### config.mk
export PLATFORM = sky130hd
export DESIGN_NAME = fsync_pin_mux
export DESIGN_NICKNAME = d
export VERILOG_FILES = /design/src/rtl/fsp_pkg.sv /design/src/rtl/fsp_sync.sv /design/src/rtl/fsp_cfg.sv /design/src/rtl/fsp_decode.sv /design/src/rtl/fsp_flags.sv /design/src/rtl/fsync_pin_mux.sv
export SDC_FILE = /design/constraint.sdc
export NUM_CORES = 1
export LEC_CHECK = 0
export CORE_UTILIZATION = 30
export CTS_BUF_LIST = sky130_fd_sc_hd__clkbuf_16
export DETAILED_ROUTE_END_ITERATION = 16
export DONT_BUFFER_PORTS = 1
export PLACE_DENSITY = 0.44
export SETUP_SLACK_MARGIN = 0.2
export SLEW_MARGIN = 20
export SYNTH_ARGS = -nofsm -noshare
export SYNTH_HDL_FRONTEND = slang
export SYNTH_SLANG_ARGS = --single-unit
### constraint.sdc
create_clock -name clk -period 1.85 [get_ports clk]
set_input_delay 0.37 -clock clk [delete_from_list [all_inputs] [get_ports clk]]
set_output_delay 0.37 -clock clk [all_outputs]
set_load 0.02 [all_outputs]
### src/rtl/fsp_pkg.sv
package fsp_pkg;

    // Held pin configuration, encoding visible on cfg_wdata
    typedef enum logic [1:0] {
        CFG_DISC   = 2'b00,
        CFG_GIN    = 2'b01,
        CFG_GOUT   = 2'b10,
        CFG_SERIAL = 2'b11
    } pin_cfg_e;

    // Resolved pin role
    typedef enum logic [2:0] {
        FN_OFF,
        FN_GPIO_IN,
        FN_GPIO_OUT,
        FN_FS_IN,
        FN_FS_OUT,
        FN_OFLAG,
        FN_IFLAG,
        FN_BUFEN
    } pin_fn_e;

    typedef struct packed {
        pin_cfg_e cfg;
    } cfg_state_t;

    typedef struct packed {
        logic oflag;
        logic iflag;
        logic bufen;
    } flag_state_t;

endpackage

### src/rtl/fsp_sync.sv
module fsp_sync #(
    parameter int STAGES = 2
) (
    input  logic clk,
    input  logic rst_n,
    input  logic din,
    output logic dout
);
    localparam int LAST = STAGES - 1;

    logic [LAST:0] chain_d, chain_q;

    always_comb begin
        chain_d[0] = din;
        for (int i = 1; i < STAGES; i++) begin
            chain_d[i] = chain_q[i-1];
        end
    end

    always_ff @(posedge clk or negedge rst_n) begin
        if (!rst_n) chain_q <= '0;
        else        chain_q <= chain_d;
    end

    assign dout = chain_q[LAST];
endmodule

### src/rtl/fsp_cfg.sv
module fsp_cfg
    import fsp_pkg::*;
(
    input  logic       clk,
    input  logic       rst_n,
    input  logic       cfg_we,
    input  logic [1:0] cfg_wdata,
    output pin_cfg_e   cfg
);
    cfg_state_t st_d, st_q;

    always_comb begin
        st_d = st_q;
        if (cfg_we) st_d.cfg = pin_cfg_e'(cfg_wdata);
    end

    always_ff @(posedge clk or negedge rst_n) begin
        if (!rst_n) st_q <= '{cfg: CFG_DISC};
        else        st_q <= st_d;
    end

    assign cfg = st_q.cfg;
endmodule

### src/rtl/fsp_decode.sv
module fsp_decode
    import fsp_pkg::*;
(
    input  pin_cfg_e cfg,
    input  logic     sync_mode,
    input  logic     bufen_sel,
    input  logic     dir_sel,
    output pin_fn_e  fn
);
    always_comb begin
        unique case (cfg)
            CFG_GIN:  fn = FN_GPIO_IN;
            CFG_GOUT: fn = FN_GPIO_OUT;
            CFG_SERIAL: begin
                if (!sync_mode)      fn = dir_sel ? FN_FS_OUT : FN_FS_IN;
                else if (!bufen_sel) fn = dir_sel ? FN_OFLAG  : FN_IFLAG;
                else                 fn = dir_sel ? FN_BUFEN  : FN_OFF;
            end
            default:  fn = FN_OFF;
        endcase
    end
endmodule

### src/rtl/fsp_flags.sv
module fsp_flags
    import fsp_pkg::*;
(
    input  logic    clk,
    input  logic    rst_n,
    input  pin_fn_e fn,
    input  logic    net_mode,
    input  logic    fs_strobe,
    input  logic    slot_strobe,
    input  logic    oflag_bit,
    input  logic    pin_s,
    input  logic    tx_active,
    output logic    oflag_q,
    output logic    iflag_q,
    output logic    bufen_q
);
    flag_state_t st_d, st_q;
    logic        upd;

    always_comb begin
        upd   = net_mode ? slot_strobe : fs_strobe;
        st_d  = st_q;
        if (upd && fn == FN_OFLAG) st_d.oflag = oflag_bit;
        if (upd && fn == FN_IFLAG) st_d.iflag = pin_s;
        st_d.bufen = tx_active;
    end

    always_ff @(posedge clk or negedge rst_n) begin
        if (!rst_n) st_q <= '0;
        else        st_q <= st_d;
    end

    assign oflag_q = st_q.oflag;
    assign iflag_q = st_q.iflag;
    assign bufen_q = st_q.bufen;
endmodule

### src/rtl/fsync_pin_mux.sv
module fsync_pin_mux
    import fsp_pkg::*;
#(
    parameter int SYNC_STAGES = 2
) (
    input  logic       clk,
    input  logic       rst_n,
    input  logic       cfg_we,
    input  logic [1:0] cfg_wdata,
    input  logic       gpio_dout,
    input  logic       sync_mode,
    input  logic       bufen_sel,
    input  logic       dir_sel,
    input  logic       net_mode,
    input  logic       oflag_bit,
    input  logic       fs_strobe,
    input  logic       slot_strobe,
    input  logic       rx_fs_out,
    input  logic       tx_active,
    input  logic       pin_in,
    output logic       pin_out,
    output logic       pin_oe,
    output logic       rx_fs_in,
    output logic       iflag_stat,
    output logic       gpio_rd
);
    pin_cfg_e cfg_q;
    pin_fn_e  fn;
    logic     pin_s;
    logic     oflag_q, iflag_q, bufen_q;

    fsp_sync #(.STAGES(SYNC_STAGES)) u_sync (
        .clk (clk),
        .rst_n (rst_n),
        .din (pin_in),
        .dout (pin_s)
    );

    fsp_cfg u_cfg (
        .clk (clk),
        .rst_n (rst_n),
        .cfg_we (cfg_we),
        .cfg_wdata (cfg_wdata),
        .cfg (cfg_q)
    );

    fsp_decode u_dec (
        .cfg (cfg_q),
        .sync_mode (sync_mode),
        .bufen_sel (bufen_sel),
        .dir_sel (dir_sel),
        .fn (fn)
    );

    fsp_flags u_flags (
        .clk (clk),
        .rst_n (rst_n),
        .fn (fn),
        .net_mode (net_mode),
        .fs_strobe (fs_strobe),
        .slot_strobe (slot_strobe),
        .oflag_bit (oflag_bit),
        .pin_s (pin_s),
        .tx_active (tx_active),
        .oflag_q (oflag_q),
        .iflag_q (iflag_q),
        .bufen_q (bufen_q)
    );

    // Pad and read-side routing
    always_comb begin
        pin_out  = 1'b0;
        pin_oe   = 1'b0;
        rx_fs_in = 1'b0;
        gpio_rd  = 1'b0;
        unique case (fn)
            FN_GPIO_IN:  gpio_rd = pin_s;
            FN_GPIO_OUT: begin
                pin_oe  = 1'b1;
                pin_out = gpio_dout;
                gpio_rd = pin_s;
            end
            FN_FS_IN:    rx_fs_in = pin_s;
            FN_FS_OUT: begin
                pin_oe   = 1'b1;
                pin_out  = rx_fs_out;
                rx_fs_in = rx_fs_out;
            end
            FN_OFLAG: begin
                pin_oe  = 1'b1;
                pin_out = oflag_q;
            end
            FN_BUFEN: begin
                pin_oe  = 1'b1;
                pin_out = bufen_q;
            end
            default: ;
        endcase
    end

    assign iflag_stat = iflag_q;
endmodule

==> results of run 1 <==
[cell usage after synthesis]
cell type and instances:
and2_1 2, nand3_1 2, xor2_1 1, mux2_1 1
nand4b_1 1, a41o_1 1, inv_1 3, nand2_1 4
nor2b_1 1, nor3b_2 1, a41oi_1 1, a41oi_2 1
a21oi_1 1, mux2_4 1, a211oi_1 1, nand2b_1 4
o22ai_2 1, dfrtp_1 7, nand2b_4 1, mux2i_1 2
ha_1 4, o21ai_1 1, o21ai_0 4
[timing repair]
item | 4_1_cts | 5_1_grt
setup buffers | 2 | 2
endpoints found under the hold margin | 7 | 0
resized for setup | 5 | 3
hold buffers | 1 | 0
endpoints found under the setup margin | 5 | 5
pin swaps | 4 | 2
[logic make-up after synthesis]
logic type / Yosys count / synth area share, %
mux: 4 / 9.635
buf+inv: 3 / 2.344
xor+xnor: 1 / 1.823
compound gates: 11 / 17.71
simple gates: 16 / 21.61
flops: 7 / 36.46
fa+ha+maj: 4 / 10.42
[state kept, by name (all words and copies together), names as in the netlist]
name / count
u_cfg.cfg: 2
u_sync.chain_q: 2
u_flags.bufen_q: 1
u_flags.iflag_q: 1
u_flags.oflag_q: 1
[worst max-delay path: stages, from the launching register on]
cell     delay (ns)
dfrtp_2        0.43
buf_6          0.14
nor2b_4        0.13
a41oi_4        0.25
nand3_2        0.13
o21ai_4        0.21
[power groups by stage]
stage / clock network (W) / logic [W] / registers (W)
floorplan: 0 / 0.000106 / 0.000193
global placement: 0 / 0.000126 / 0.000193
detailed placement: 0 / 0.000129 / 0.000195
CTS: 0.000367 / 0.000148 / 0.000192
global route: 0.000376 / 0.000169 / 0.000193
finish: 0.000357 / 0.000155 / 0.000191
[cell type report]
type / instances / share of cell area, %
inverters: 3 / 3.011
clock inverters: 1 / 0.4754
flip-flops and latches: 7 / 22.50
well taps: 16 / 2.536
clock buffers: 3 / 9.509
multi-input cells: 36 / 54.52
repair buffers: 7 / 7.448
[routing by layer]
layer  part of all wire, %  vias up  track usage [%]
li1                      -      187                -
met1                    40      173            13.85
met2                    51       17            21.25
met3                   5.7        2            2.586
met4                   2.9        0            11.25
met5                     0        -                0
[metrics by stage]
| step | setup WS (ns) | setup TNS [ns] | cells | instance area [µm²] | hold WS (ns) |
|---|---|---|---|---|---|
| 2_1_floorplan | 0.1396 | 0 | 46 | 609.3 | 0.07441 |
| 3_3_place_gp | 0.08372 | 0 | 64 | 644.4 | 0.07459 |
| 3_5_place_dp | 0.07307 | 0 | 64 | 644.4 | 0.07458 |
| 4_1_cts | -0.05772 | -0.1470 | 71 | 762.0 | 0.1641 |
| 5_1_grt | -0.09189 | -0.2296 | 73 | 789.5 | 0.1612 |
| 6_report | -0.03873 | -0.06616 | 73 | 789.5 | 0.1689 |
[worst max path at each step]
stage / depth (start not counted) / endpoint / slack, ns / from
final: 5 / rx_fs_in / -0.04 / u_cfg.cfg[1]$_DFFE_PN0P_
after global routing: 5 / pin_out / -0.09 / u_cfg.cfg[1]$_DFFE_PN0P_
after CTS: 5 / rx_fs_in / -0.06 / u_cfg.cfg[1]$_DFFE_PN0P_
after detailed placement: 6 / u_flags.iflag_q$_DFFE_PN0P_ / 0.07 / u_cfg.cfg[0]$_DFFE_PN0P_
after global placement: 6 / u_flags.iflag_q$_DFFE_PN0P_ / 0.08 / u_cfg.cfg[0]$_DFFE_PN0P_
after floorplan: 6 / rx_fs_in / 0.14 / dir_sel
==> metrics.txt, run 1 <==
HP Start=tx_active; Clock Power Share=50.8%; Worst Setup End Kind=output port; worst rel slew slack=81.00%; register area share after synthesis=36.46%; first-pass GRT wire length=1628 µm; DPL Wire Length=775.1 µm; crit-path max FO=5; port buffer count=0; die area=0.001766 mm²; final setup margin=-0.03873 ns; largest net degree at the start of global routing=8; status=finished with violations; die height=42.02 µm; number of synthesized register bits=7; layout cells sized above 1=59.65%; Ys Warns=0; nets=78; Final period util=102.1%; Yosys top cell area share=36.46%; Startpoint Class=flip-flop; Worst Hold End=u_flags.bufen_q$_DFF_PN0_; critical path class=reg2out; VDD IR-drop max=0.9670 mV; register area=177.7 µm²; core area=0.001506 mm²; combinational power share=22.0%; final number of hold-violating endpoints=0; clk sink count=7; IO Pins=21; final WL=991 µm; flop2flop setup slack=0.15 ns; biggest area consumer among synthesized cells=dfrtp_1; Pint=0.0005302 W; max_cap viols=0; num rows=14; antenna fix cells=0; RSZ-0062 raised after global routing=true; Fill cells=133; Critical Path RT=1.48 ns; clock-pin slew on the worst setup and hold paths=0.03 ns; vias per cell=5.192; Root Driver=clkbuf_16; fin crit period=1.889 ns; clock buffer depth=2; Via Count=379; arrival time of the worst setup path=1.52 ns; total power=0.0007040 W; Lkg Pwr=0.3174 nW; Worst-Margin Slew=0.2833 ns; power per cell area=891.7 mW/mm²; Hold Path Depth=0; drt first pass iters=1; reg2reg start=u_cfg.cfg[1]$_DFFE_PN0P_; NetSw=0.0001738 W; Syn-to-layout area delta=64.32%; Synth area leaders=dfrtp_1 (36%), ha_1 (10%), nand2b_1 (5.2%); clock latency on the worst-skew pair=0.23 ns; final slew viol count=0; net switching fraction of the power=24.69%; Die Wd=42.02 µm; FF-to-FF End=u_flags.iflag_q$_DFFE_PN0P_; clock skew=0.001930 ns; Mapped Avg Cell Area=10.44 µm²; Cells after Synth=46; residual antenna-violating net count after detailed routing=0; sequential power share=27.2%; net count of the mapped netlist=66; GRT Overall Usage=12.87%; TritonCTS Buffers=3; drt initial violations=0; DR WL/cell=13.58 µm; Starting Density=31.89%; Final setup viols=2; Hold Path Class=in2reg; gr ovfl total=0; Post-route DRC=0; count of cell types in the netlist=23; initial antenna violation count=0; Clock H-tree levels=1; vias in the first global route=395; GP Congestion=0.6716; max frequency=529.5 MHz; CTS tree=yes; Finished Core Util=52.41%; Multi-input gate area=430.4 µm²; most frequent cells in the layout=buf_4 (5), dfrtp_1 (5), nand2b_4 (3), ha_4 (3), clkbuf_16 (3); mapped cell area=480.5 µm²; violated checks=negative setup slack; R2R depth=6
Note: power is estimated with default switching activity, not from simulation.
==> inputs of run 2 (changes only) <==
- GPL_ROUTABILITY_DRIVEN: default -> 0
==> results of run 2 <==
Same layout as run 1: the final DEF is identical, and so are final timing and power.
